$ cat src/rtl/rxf_pkg.sv
package rxf_pkg;
  localparam int unsigned BYTE_W        = 8;
  localparam int unsigned CTL_BCAST_BIT = 1;
  localparam int unsigned CTL_PERF_BIT  = 5;
  localparam int unsigned MC_RXEN_BIT   = 0;
  localparam int unsigned MC_PASS_BIT   = 1;

  typedef enum logic [1:0] {
    MT_NONE    = 2'd0,
    MT_PERFECT = 2'd1,
    MT_BCAST   = 2'd2
  } match_t;
endpackage

$ cat src/rtl/rxf_regs.sv
module rxf_regs #(
  parameter int unsigned REG_W   = 16,
  parameter int unsigned N_WORDS = 3,
  parameter int unsigned SEL_W   = 3,
  localparam int unsigned ADDR_W = REG_W * N_WORDS
) (
  input  logic              clk,
  input  logic              rst_n,
  input  logic              wr_en,
  input  logic [SEL_W-1:0]  wr_sel,
  input  logic [REG_W-1:0]  wr_data,
  output logic [ADDR_W-1:0] station,
  output logic              en_bcast,
  output logic              en_perf,
  output logic              rx_en,
  output logic              pass_all
);
  import rxf_pkg::*;

  localparam int unsigned SEL_CTL = N_WORDS;
  localparam int unsigned SEL_MC  = N_WORDS + 1;

  logic [REG_W-1:0] word_q [N_WORDS];
  logic             bc_q, bc_d, pf_q, pf_d, rx_q, rx_d, pa_q, pa_d;
  logic             ctl_we, mc_we;

  assign ctl_we = wr_en && (wr_sel == SEL_W'(SEL_CTL));
  assign mc_we  = wr_en && (wr_sel == SEL_W'(SEL_MC));

  genvar gi;
  generate
    for (gi = 0; gi < N_WORDS; gi++) begin : g_word
      logic             we;
      logic [REG_W-1:0] nxt;
      assign we = wr_en && (wr_sel == SEL_W'(gi));
      always_comb begin
        nxt = word_q[gi];
        if (we) nxt = wr_data;
      end
      always_ff @(posedge clk or negedge rst_n) begin
        if (!rst_n) word_q[gi] <= '0;
        else if (we) word_q[gi] <= nxt;
      end
      // word 0 holds the highest-numbered bytes
      assign station[(N_WORDS-1-gi)*REG_W +: REG_W] = word_q[gi];
    end
  endgenerate

  always_comb begin
    bc_d = bc_q;
    pf_d = pf_q;
    rx_d = rx_q;
    pa_d = pa_q;
    if (ctl_we) begin
      bc_d = wr_data[CTL_BCAST_BIT];
      pf_d = wr_data[CTL_PERF_BIT];
    end
    if (mc_we) begin
      rx_d = wr_data[MC_RXEN_BIT];
      pa_d = wr_data[MC_PASS_BIT];
    end
  end

  always_ff @(posedge clk or negedge rst_n) begin
    if (!rst_n) begin
      bc_q <= 1'b0;
      pf_q <= 1'b0;
      rx_q <= 1'b0;
      pa_q <= 1'b0;
    end else begin
      if (ctl_we) begin
        bc_q <= bc_d;
        pf_q <= pf_d;
      end
      if (mc_we) begin
        rx_q <= rx_d;
        pa_q <= pa_d;
      end
    end
  end

  assign en_bcast = bc_q;
  assign en_perf  = pf_q;
  assign rx_en    = rx_q;
  assign pass_all = pa_q;
endmodule

$ cat src/rtl/rxf_match.sv
module rxf_match #(
  parameter int unsigned N_BYTES = 6,
  localparam int unsigned ADDR_W = N_BYTES * rxf_pkg::BYTE_W
) (
  input  logic [ADDR_W-1:0] dst,
  input  logic [ADDR_W-1:0] station,
  output logic              is_bcast,
  output logic              is_perfect
);
  import rxf_pkg::*;

  logic [N_BYTES-1:0] byte_eq;
  logic [N_BYTES-1:0] byte_ones;

  genvar gb;
  generate
    for (gb = 0; gb < N_BYTES; gb++) begin : g_byte
      assign byte_eq[gb]   = (dst[gb*BYTE_W +: BYTE_W] == station[gb*BYTE_W +: BYTE_W]);
      assign byte_ones[gb] = &dst[gb*BYTE_W +: BYTE_W];
    end
  endgenerate

  assign is_bcast   = &byte_ones;
  assign is_perfect = &byte_eq;
endmodule

$ cat src/rtl/rxf_decide.sv
module rxf_decide (
  input  logic       clk,
  input  logic       rst_n,
  input  logic       frame_valid,
  input  logic       is_bcast,
  input  logic       is_perfect,
  input  logic       en_bcast,
  input  logic       en_perf,
  input  logic       rx_en,
  input  logic       pass_all,
  output logic       dec_valid,
  output logic       dec_accept,
  output logic [1:0] dec_match
);
  import rxf_pkg::*;

  logic   vld_q, vld_d, acc_q, acc_d, upd;
  match_t mt_q, mt_d;

  assign upd = frame_valid | vld_q;

  always_comb begin
    vld_d = frame_valid;
    acc_d = 1'b0;
    mt_d  = MT_NONE;
    if (frame_valid) begin
      if (is_bcast)        mt_d = MT_BCAST;
      else if (is_perfect) mt_d = MT_PERFECT;
      acc_d = rx_en && (pass_all ||
                        (is_bcast && en_bcast) ||
                        (!is_bcast && is_perfect && en_perf));
    end
  end

  always_ff @(posedge clk or negedge rst_n) begin
    if (!rst_n) begin
      vld_q <= 1'b0;
      acc_q <= 1'b0;
      mt_q  <= MT_NONE;
    end else if (upd) begin
      vld_q <= vld_d;
      acc_q <= acc_d;
      mt_q  <= mt_d;
    end
  end

  assign dec_valid  = vld_q;
  assign dec_accept = acc_q;
  assign dec_match  = mt_q;

  // no decision means nothing is accepted and nothing is matched
  a_r9_idle_quiet: assert property (@(posedge clk) disable iff (!rst_n)
    !dec_valid |-> (!dec_accept && dec_match == 2'd0));
endmodule

$ cat src/rtl/rx_addr_filter.sv
module rx_addr_filter #(
  parameter int unsigned N_BYTES = 6,
  parameter int unsigned REG_W   = 16,
  localparam int unsigned ADDR_W  = N_BYTES * rxf_pkg::BYTE_W,
  localparam int unsigned N_WORDS = ADDR_W / REG_W,
  localparam int unsigned SEL_W   = $clog2(N_WORDS + 2)
) (
  input  logic              clk,
  input  logic              rst_n,
  input  logic              wr_en,
  input  logic [SEL_W-1:0]  wr_sel,
  input  logic [REG_W-1:0]  wr_data,
  input  logic              frame_valid,
  input  logic [ADDR_W-1:0] dst_addr,
  output logic              dec_valid,
  output logic              dec_accept,
  output logic [1:0]        dec_match
);
  logic [ADDR_W-1:0] station;
  logic en_bcast, en_perf, rx_en, pass_all, is_bcast, is_perfect;

  rxf_regs #(.REG_W(REG_W), .N_WORDS(N_WORDS), .SEL_W(SEL_W)) u_regs (
    .clk(clk), .rst_n(rst_n), .wr_en(wr_en), .wr_sel(wr_sel), .wr_data(wr_data),
    .station(station), .en_bcast(en_bcast), .en_perf(en_perf),
    .rx_en(rx_en), .pass_all(pass_all)
  );

  rxf_match #(.N_BYTES(N_BYTES)) u_match (
    .dst(dst_addr), .station(station), .is_bcast(is_bcast), .is_perfect(is_perfect)
  );

  rxf_decide u_dec (
    .clk(clk), .rst_n(rst_n), .frame_valid(frame_valid),
    .is_bcast(is_bcast), .is_perfect(is_perfect), .en_bcast(en_bcast),
    .en_perf(en_perf), .rx_en(rx_en), .pass_all(pass_all),
    .dec_valid(dec_valid), .dec_accept(dec_accept), .dec_match(dec_match)
  );

  a_r2_valid_follows: assert property (@(posedge clk) disable iff (!rst_n)
    frame_valid |=> dec_valid);
  a_r2_no_spurious: assert property (@(posedge clk) disable iff (!rst_n)
    !frame_valid |=> !dec_valid);
  a_r8_rx_off_drops: assert property (@(posedge clk) disable iff (!rst_n)
    (frame_valid && !rx_en) |=> !dec_accept);
  a_r7_pass_all: assert property (@(posedge clk) disable iff (!rst_n)
    (frame_valid && rx_en && pass_all) |=> dec_accept);
  a_r5_bcast_type: assert property (@(posedge clk) disable iff (!rst_n)
    (frame_valid && (&dst_addr)) |=> (dec_match == 2'd2));
endmodule

$ cat config.mk
export PLATFORM = sky130hd
export DESIGN_NAME = rx_addr_filter
export DESIGN_NICKNAME = d
export VERILOG_FILES = /design/src/rtl/rxf_pkg.sv /design/src/rtl/rxf_regs.sv /design/src/rtl/rxf_match.sv /design/src/rtl/rxf_decide.sv /design/src/rtl/rx_addr_filter.sv
export SDC_FILE = /design/constraint.sdc
export NUM_CORES = 1
export LEC_CHECK = 0
export BUFFER_PORTS_ARGS = -buffer_cell sky130_fd_sc_hd__buf_2
export CORE_MARGIN = 1
export CORE_UTILIZATION = 52
export CTS_BUF_LIST = sky130_fd_sc_hd__clkbuf_16
export CTS_CLUSTER_DIAMETER = 80
export DETAILED_ROUTE_END_ITERATION = 12
export MAX_ROUTING_LAYER = met4
export PLACE_DENSITY = 0.84
export REMOVE_ABC_BUFFERS = 1
export SYNTH_ARGS = -nofsm -noshare
export SYNTH_HDL_FRONTEND = slang
export SYNTH_SLANG_ARGS = --single-unit
$ cat constraint.sdc
create_clock -name clk -period 1.8 [get_ports clk]
set_clock_uncertainty 0.15 [all_clocks]
set_input_delay 0.54 -clock clk [delete_from_list [all_inputs] [get_ports clk]]
set_output_delay 0.54 -clock clk [all_outputs]
set_load 0.05 [all_outputs]
==> summary.md, run 1 <==
| Metric | Value |
|---|---|
| Clock Sinks | 56 |
| Syn Inst Count | 212 |
| ANT cells | 0 |
| Number of post-CTS setup repair buffers | 0 |
| Largest net degree at the start of global routing | 44 |
| Site Rows | 26 |
| CP Capture Type | register |
| Yosys reg bits | 56 |
| Fin crit period | 1.714 ns |
| Port bufs | 74 |
| Hold_ws | between 0.005 and 0.006 ns |
| Power, Total | 3656 uW |
| DR WL/cell | 19.05 um |
| Antenna viol nets, final | 0 |
| Number of CTS-inserted buffers | 5 |
| Post-synth top area share | 0.5018 |
| Routed vias | around 2100 |
| Adder and majority cell fraction of the synthesized area | 0 |
| Fmax | just under 0.6 GHz |
| Clock slew at the register clock pins of the worst setup and hold paths | around 0.07 ns |
| Most frequent cells in the layout | buf_2, dfrtp_1, mux2_2 |
| Final hold vios | 0 |
| Total global routing overflow | 0 |
| Syn Area/Cell | 13.17 um^2 |
| Crit-path slowest cell | dfrtp_1 |
| Worst path arrival time | around 1.8 ns |
| Vias in the first global route | 2227 |
| Status | complete, no violations |
| Core ar. | 5140 um^2 |
| Post-Route WL | 7104 um |
| Dpl hpwl | 5272 um |
| Yosys warns | 0 |
| Worst-path cell chain | xnor2_2 -> nand4_1 -> nor4_4 -> nand4_1 -> o22ai_1 |
| Final Slew Violations | 0 |
| Die Y | 75.29 um |
| Startpoint types | register |
| Synth top area cells | dfrtp_1, mux2_2, xnor2_1, nand4_1, nor4_1 |
| Share of cells above drive strength 1 | 0.5149 |
| Synthesis-to-finish area growth | 28.05% |
| GRT Total Usage | 0.2922 |
| Largest area contributor in the netlist | dfrtp_1 |
| Setup CP Type | register to register |
| CP bufs+invs | 0 |
| Mux contribution to synthesized area | 0.2124 |
| Fillcell total | 385 |
| CTS max path bufs | 2 |
| H-tree levels | 2 |
| Commonest non-fill, non-tap cell in the layout | buf_2 |
| Slew headroom | 0.7378 |
| CP max FO | 2 |
| Final Cycle Share | 0.9524 |
| Worst-Skew Late Latency | 0.29 ns |
| Top delay family on crit path | simple AND/OR/NAND/NOR gates |
| Simple-gate share of the synthesized area | 0.1048 |
| Vias/cell | 5.638 |
| First-pass GRT wire length | roughly 11000 um |
| R2r setup slk | 0.09 ns |
| Final WS setup | 0.08560 ns |
| CTS tree | done |
| Root buffer cell | clkbuf_16 |
| Design Area, Final | around 3600 um^2 |
| Post-Synth XOR/XNOR Area | 0.1505 |
| Seq/Total Area, Yosys | 0.5018 |
| Setup TNS Final | 0 ns |
| Leak | 0.001538 uW |
| R2R depth | 5 |
| Setup violators final | 0 |
| R2R Path End | u_dec.dec_match[0] |
| Slowest Stage Delay on Critical Path | 0.40 ns |
| Final GP Congestion | around 0.87 |
| Drt pass-1 iters | 4 |
| Compound-gate portion of the synthesized area | 0.01165 |
| CP dominant cell by count | nand4_1 |
| DRC viols | 0 |
| Placed cell area | 3357 um^2 |
| DIE AREA | 5668 um^2 |
| Worst EP required | 1.86 ns |
| Initial antenna violation count | 0 |
| Io pins | 75 |
| Post-Syn Area | 2793 um^2 |
| Starting Density | 0.5433 |
| Final Net Count | 373 |
| VDD IR max | 0.0006428 V |
| Largest family of logic cells by synthesized area | multiplexers |
| Pwr dens | 1022 nW/um^2 |
| FF-to-FF Start | u_regs.station[0] |
| Worst hold path class | primary input to async pin |
| 1st-iter DRT viols | between 100 and 150 |
| Slew @ Worst Pin | 0.3904 ns |
| Max Cap Viol | 0 |
| RSZ-0062 raised after global routing | false |
| Worst slack, placed | -0.4113 ns |
| Netlist cell types | 24 |
| Die Width | around 75 um |
## logic make-up after synthesis
kind of cell,count (synthesis)
compound gates,5
xor+xnor,48
buf+inv,6
flops,56
mux,52
simple gates,45
## state kept, by name (all words and copies together), names as in the netlist
| name | count |
|---|---|
| u_dec.dec_accept | 1 |
| u_dec.dec_match | 2 |
| u_dec.dec_valid | 1 |
| u_regs.en_bcast | 1 |
| u_regs.en_perf | 1 |
| u_regs.pass_all | 1 |
| u_regs.rx_en | 1 |
| u_regs.station | 48 |
## cell type report
| cell class | instances | area [um^2] | share of cell area |
|---|---|---|---|
| clock buffer | 5 | 125.1 | 0.03499 |
| inverter | 1 | 3.754 | 0.001050 |
| clock inverter | 3 | 42.54 | 0.01190 |
| timing repair buffer | 88 | 525.5 | 0.1470 |
| sequential | 56 | 1401 | 0.3919 |
| multi-input combinational | 150 | 1390 | 0.3887 |
| tap | 70 | 87.58 | 0.02449 |
## per-layer routing
metal / vias to the layer above / part of all wire / global-route usage
met1: 1038 / 0.40 / 0.3522
met2: 90 / 0.50 / 0.4772
li1: 957 / - / -
met4: 0 / 0.033 / 0.1235
met3: 18 / 0.063 / 0.06024
met5: - / 0 / -
## cell usage after synthesis, drive strengths merged
master  count
nand3       3
o21ai       2
and3b       1
o22ai       1
nor2b       1
inv         1
nand4      25
nor3b       2
dfrtp      56
nor2        2
nor4        6
buf         4
a41o        1
nand2       4
mux2       52
nor3        1
a31oi       1
xnor2      48
clkbuf      1
## where the power goes
part | switching, uW | internal [uW] | total, uW
clock network | 429 | 654 | 1080
registers | 207 | 1520 | 1730
logic | 348 | 496 | 844
total | 985 | 2670 | 3660
## worst max path at each step
stage                       startpoint  cells past startpoint  slack, ns                 end
detailed placement         dst_addr[1]                      7      -0.41    u_dec.dec_accept
finish               u_regs.station[0]                      5       0.09  u_dec.dec_match[0]
floorplan                        wr_en                      3      -0.07  u_regs.station[32]
global route        u_regs.station[18]                      5      0.008    u_dec.dec_accept
CTS                  u_regs.station[0]                      5       0.01    u_dec.dec_accept
global placement           dst_addr[1]                      7      -0.26    u_dec.dec_accept
## timing repair
item | 4_1_cts | 5_1_grt
hold buffers | 0 | 0
setup endpoints to repair | 2 | 3
gates resized for setup | 3 | 5
pin swaps | 2 | 1
gates cloned | 0 | 0
endpoints found under the hold margin | 0 | 0
## per-stage QoR
| stage | cells | util |
|---|---|---|
| finish | 373 | 0.6957 |
| global placement | 365 | 0.6531 |
| floorplan | 207 | - |
| CTS | 373 | 0.6899 |
| detailed placement | 365 | 0.6531 |
| global route | 373 | 0.6957 |
No activity file was read; power rests on OpenSTA's default activity.
==> run 2: changes to the inputs <==
SETUP_SLACK_MARGIN = 0.3   (was not set)
==> summary.md, run 2 (synthesized netlist as in run 1, its figures left out) <==
| Metric | Value |
|---|---|
| P_sw | 1114 uW (+13%) |
| Drt pass-1 iters | 4 (unchanged) |
| H-tree levels | 2 (unchanged) |
| Max Cap Viol | 0 (unchanged) |
| CP max FO | 2 (unchanged) |
| Sequential power share | 0.445 (-0.028) |
| R2R depth | 5 (unchanged) |
| Sequential cell area | 1401 um^2 (unchanged) |
| Commonest non-fill, non-tap cell in the layout | buf_2 |
| DR WL/cell | 23.30 um (+22%) |
| Fmax | 0.5238 GHz (-10%) |
| Hold_ws | -0.01453 ns (-0.02026 ns) |
| Port bufs | 74 (unchanged) |
| Worst path arrival time | 1.97 ns (+0.19 ns) |
| Site Rows | 26 (unchanged) |
| Vias/cell | 5.966 (+5.8%) |
| Worst slack, placed | -0.4113 ns (unchanged) |
| Worst EP required | 1.86 ns (about the same) |
| Clock share of power | 0.280 (-0.016) |
| Fillcell total | 296 (-23%) |
| DIE AREA | 5668 um^2 (unchanged) |
| 1st-iter DRT viols | 167 (+19%) |
| Pwr dens | 979.1 nW/um^2 (-4.2%) |
| DRC viols | 0 (unchanged) |
| Slew @ Worst Pin | 0.3810 ns (-0.009345 ns) |
| Final Cycle Share | 1.061 (+0.1082) |
| Final GP Congestion | 0.8732 (unchanged) |
| Most frequent cells in the layout | buf_2, dfrtp_1, mux2_4 |
| First-pass GRT wire length | 12130 um (+8.9%) |
| CTS tree | done |
| Total global routing overflow | 0 (unchanged) |
| Switching Share | 0.2813 (+0.01192) |
| GRT Total Usage | 0.3193 (+0.02706) |
| CTS max path bufs | 2 (unchanged) |
| Synthesis-to-finish area growth | 44.85% |
| Antenna viol nets, final | 0 (unchanged) |
| Worst-Skew Late Latency | 0.30 ns (about the same) |
| Largest register FFs | 48 (unchanged) |
| Status | finished with violations |
| Design Area, Final | 4045 um^2 (+13%) |
| Startpoint types | register |
| Fin crit period | 1.909 ns (+0.1947 ns) |
| Setup violators final | 2 (+2) |
| Io pins | 75 (unchanged) |
| RSZ-0062 raised after global routing | true |
| Setup CP Type | register to register |
| Setup TNS Final | -0.1874 ns (-0.1874 ns) |
| CP Capture Type | register |
| VDD IR max | 0.0006102 V (-5.1%) |
| Leak | 0.001815 uW (+18%) |
| Dpl hpwl | 5272 um (unchanged) |
| Number of CTS-inserted buffers | 5 (unchanged) |
| Initial antenna violation count | 0 (unchanged) |
| Post-Route WL | 8947 um (+26%) |
| Final Slew Violations | 0 (unchanged) |
| Placed cell area | 3357 um^2 (unchanged) |
| Multi-input logic area | 1634 um^2 (+18%) |
| Power, Total | 3961 uW (+8.3%) |
| ANT cells | 0 (unchanged) |
| Clock Sinks | 56 (unchanged) |
| Comb pwr share | 0.275 (+0.044) |
| Worst hold path class | primary input to async pin |
| Largest net degree at the start of global routing | 44 (unchanged) |
| Slew headroom | 0.7440 (+0.006278) |
| Share of cells above drive strength 1 | 0.5669 (+0.05203) |
| Clock slew at the register clock pins of the worst setup and hold paths | 0.07 ns (about the same) |
| Vias in the first global route | 2298 (+3.2%) |
| Non-Filler Instances | 384 (+2.9%) |
| Starting Density | 0.5433 (unchanged) |
| Failing checks | negative hold slack, negative setup slack |
| Pint | 2847 uW (+6.6%) |
| Root buffer cell | clkbuf_16 |
| Final Net Count | 384 (+2.9%) |
| Routed vias | 2291 (+8.9%) |
| Final WS setup | -0.1091 ns (-0.1947 ns) |
| Core ar. | 5140 um^2 (unchanged) |
| Final hold vios | 13 (+13) |
| Die Y | 75.29 um (unchanged) |
| Die Width | 75.29 um (unchanged) |
| Placed cells | 365 (unchanged) |
run 2: layout make-up:
class	instances	share of cell area
Multi-Input combinational cell	150	0.4040
Inverter	1	0.0009279
Tap cell	70	0.02165
Timing Repair Buffer	99	0.1856
Clock buffer	5	0.03093
Clock inverter	3	0.01052
Sequential cell	56	0.3464
run 2: through the flow:
stage,hold WS (ns),util
2_1_floorplan,0.09441,-
3_3_place_gp,0.3138,0.6531
3_5_place_dp,0.3187,0.6531
4_1_cts,0.006331,0.7276
5_1_grt,0.006544,0.7870
6_report,-0.01453,0.7870
run 2: worst max-delay path, stage by stage, from the launching register on:
cell,delay (ns)
dfrtp_1,0.43
xnor2_2,0.22
nand4_1,0.26
nor4_4,0.35
nand4_1,0.19
o22ai_1,0.21
run 2: power by group through the flow:
| stage | Combinational (uW) | Sequential (uW) | Clock (uW) |
|---|---|---|---|
| 6_report | 1090 | 1760 | 1110 |
| 5_1_grt | 1150 | 1780 | 1170 |
| 4_1_cts | 885 | 1720 | 1090 |
| 3_5_place_dp | 806 | 1740 | 0 |
| 3_3_place_gp | 783 | 1730 | 0 |
| 2_1_floorplan | 527 | 1700 | 0 |
run 2: repair_timing:
item,CTS,global route
buffers inserted,4,4
gates cloned,1,2
endpoints found under the setup margin,26,49
resized for setup,35,53
hold buffers,0,0
pin swaps,6,14
run 2: path summary, 6_finish.rpt:
check | startpoint | to | slack (ns)
min reg2reg | u_regs.en_bcast | u_regs.en_bcast | 0.38
min in group clk | frame_valid | u_dec.dec_valid | 0.27
max | u_regs.station[22] | u_dec.dec_match[0] | -0.11
max in group asynchronous | rst_n | u_dec.dec_match[1] | 0.97
min | rst_n | u_regs.station[22] | -0.01
max reg2reg | u_regs.station[22] | u_dec.dec_match[0] | -0.11
run 2: metal layers:
metal / part of all wire / global-route usage / vias to the layer above
met5: 0 / - / -
met4: 0.069 / 0.1914 / 0
met3: 0.076 / 0.08032 / 47
met2: 0.47 / 0.5020 / 146
met1: 0.39 / 0.3685 / 1126
li1: - / - / 972
==> run 3: changes to the inputs <==
==> constraint.sdc (replaced) <==
create_clock -name clk -period 1.8 [get_ports clk]
set_clock_uncertainty 0.15 [all_clocks]
set_input_delay 0.09 -clock clk [delete_from_list [all_inputs] [get_ports clk]]
set_output_delay 0.09 -clock clk [all_outputs]
set_load 0.05 [all_outputs]
==> summary.md, run 3 (synthesized netlist as in run 1, its figures left out) <==
| Metric | Value |
|---|---|
| Vias in the first global route | 2233 (-2.8%) |
| Final hold vios | 0 (-13) |
| Max Cap Viol | 0 (unchanged) |
| Dpl hpwl | 5283 um (+0.21%) |
| CP Capture Type | register |
| H-tree levels | 2 (unchanged) |
| Fillcell total | 388 (+31%) |
| Port bufs | 74 (unchanged) |
| Largest net degree at the start of global routing | 36 (-18%) |
| Clock Sinks | 56 (unchanged) |
| DRC viols | 0 (unchanged) |
| Sequential cell area | 1401 um^2 (unchanged) |
| Commonest non-fill, non-tap cell in the layout | buf_2 |
| Clock share of power | 0.270 (-0.010) |
| Antenna viol nets, final | 0 (unchanged) |
| RSZ-0062 raised after global routing | true |
| Worst hold path class | primary input to register |
| Die Width | 75.29 um (unchanged) |
| Switching Share | 0.2757 (-0.005552) |
| Final WS setup | 0.1317 ns (+0.2408 ns) |
| Met3 Usage GRT | 0.07229 (-0.008032) |
| Number of post-CTS setup repair buffers | 0 (-4) |
| Multi-input logic area | 1374 um^2 (-16%) |
| Post-Route WL | 7036 um (-21%) |
| DR WL/cell | 18.42 um (-21%) |
| Status | complete, no violations |
| ANT cells | 0 (unchanged) |
| CP bufs+invs | 0 (unchanged) |
| Met2 Use GR | 0.4802 (-0.02183) |
| Comb pwr share | 0.240 (-0.035) |
| CP max FO | 2 (unchanged) |
| Pwr dens | 969.9 nW/um^2 (-0.94%) |
| Fin crit period | 1.668 ns (-0.2408 ns) |
| Top delay family on crit path | simple AND/OR/NAND/NOR gates |
| P_sw | 969.4 uW (-13%) |
| Slowest Stage Delay on Critical Path | 0.40 ns (-0.03 ns) |
| Root buffer cell | clkbuf_16 |
| Synthesis-to-finish area growth | 29.79% |
| Worst-path cell chain | xnor2_1 -> nand4_1 -> nor4_1 -> nand4_1 -> o22ai_1 |
| Most frequent cells in the layout | buf_2, dfrtp_1, mux2_2 |
| Startpoint types | register |
| Largest register FFs | 48 (unchanged) |
| Vias/cell | 5.660 (-5.1%) |
| Post-layout util | 0.7052 (-0.08179) |
| Site Rows | 26 (unchanged) |
| CTS max path bufs | 2 (unchanged) |
| Share of cells above drive strength 1 | 0.4679 (-0.09893) |
| Routed vias | 2162 (-5.6%) |
| Slew @ Worst Pin | 0.5146 ns (+0.1336 ns) |
| Worst slack, placed | -0.03946 ns (+0.3719 ns) |
| Met1 Usage GRT | 0.3301 (-0.03832) |
| Crit-path slowest cell | dfrtp_1 |
| Clock slew at the register clock pins of the worst setup and hold paths | 0.06 ns (about the same) |
| Grt peak-use layer | met2 |
| CP dominant cell by count | nand4_1 |
| Core ar. | 5140 um^2 (unchanged) |
| Starting Density | 0.5433 (unchanged) |
| 1st-iter DRT viols | 132 (-21%) |
| Initial antenna violation count | 0 (unchanged) |
| DIE AREA | 5668 um^2 (unchanged) |
| Setup CP Type | register to register |
| Die Y | 75.29 um (unchanged) |
| Worst path arrival time | 1.73 ns (-0.24 ns) |
| CTS tree | done |
| GRT Total Usage | 0.2913 (-0.02799) |
| Worst EP required | 1.86 ns (about the same) |
| Drt pass-1 iters | 4 (unchanged) |
| Worst-Skew Late Latency | 0.30 ns (about the same) |
| Pint | 2546 uW (-11%) |
| Final Net Count | 382 (-0.52%) |
| Sequential power share | 0.490 (+0.045) |
| Leak | 0.001534 uW (-15%) |
| Io pins | 75 (unchanged) |
| Final Cycle Share | 0.9268 (-0.1338) |
| Final GP Congestion | 0.8766 (+0.39%) |
| VDD IR max | 0.0006156 V (+0.89%) |
| Total global routing overflow | 0 (unchanged) |
| Fmax | 0.5994 GHz (+14%) |
| Slew headroom | 0.6569 (-0.08712) |
| Final Slew Violations | 0 (unchanged) |
| Setup violators final | 0 (-2) |
| Number of CTS-inserted buffers | 5 (unchanged) |
| First-pass GRT wire length | 11210 um (-7.6%) |
## run 3: cell types whose count changed in the layout (fill, tap and decap cells not counted), sizes merged
cell,previous run,this run
dlygate4sd3,0,18
inv,1,2
bufinv,1,0
clkbuf,7,5
buf,97,79
## run 3: per-layer routing
layer / share of wire / wire length (um) / vias to the layer above
met4: 0.039 / 276 / 0
met2: 0.49 / 3461 / 96
met5: 0 / 0 / -
met1: 0.40 / 2803 / 1066
met3: 0.070 / 496 / 20
li1: - / - / 980
## run 3: worst paths after layout
check                                    from                  to  slack (ns)  cells after the start
setup reg to reg           u_regs.station[30]  u_dec.dec_match[0]        0.13                      5
setup / recovery           u_regs.station[30]  u_dec.dec_match[0]        0.13                      5
hold reg to reg            u_dec.dec_match[1]  u_dec.dec_match[1]        0.33                      2
hold / removal                      wr_sel[1]     u_regs.en_bcast         0.1                      3
max in group asynchronous               rst_n  u_regs.station[42]        0.77                      3
min in group asynchronous               rst_n  u_regs.station[36]        0.17                      2
## run 3: tightest hold or removal path, delay by kind of cell
family	cells	cell delay [ns]
buffers and inverters	1	0.13
multiplexers	1	0.16
AND/OR/NAND/NOR	1	0.12
## run 3: power groups by stage
stage                     combinational [uW]  clock (uW)  sequential (uW)
after global placement                   768           0             1720
final                                    843         950             1720
after detailed placement                 791           0             1740
after global routing                     913        1010             1750
after CTS                                839         956             1720
after floorplan                          527           0             1700
## run 3: final cells by class
class / count / share of cell area
tap: 70 / 0.02416
sequential: 56 / 0.3866
timing repair buffer: 97 / 0.1691
clock buffer: 5 / 0.03452
inverter: 1 / 0.001036
multi-input combinational: 150 / 0.3790
clock inverter: 3 / 0.005523
## run 3: what timing repair did
item | 4_1_cts | 5_1_grt
pin swaps | 13 | 3
endpoints found under the setup margin | 2 | 2
endpoints found under the hold margin | 77 | 0
hold buffers | 18 | 0
resized for setup | 5 | 1
## run 3: through the flow
stage | std cells | power (uW) | TNS, ns | instance area (um^2) | hold slack (ns)
4_1_cts | 382 | 3511 | 0 | 3617 | 0.1001
3_5_place_dp | 356 | 2528 | -0.03946 | 3264 | -0.06361
6_report | 382 | 3516 | 0 | 3625 | 0.09918
2_1_floorplan | 207 | 2223 | 0 | 2744 | -0.3556
5_1_grt | 382 | 3677 | 0 | 3625 | 0.1321
3_3_place_gp | 356 | 2486 | 0 | 3264 | -0.06573
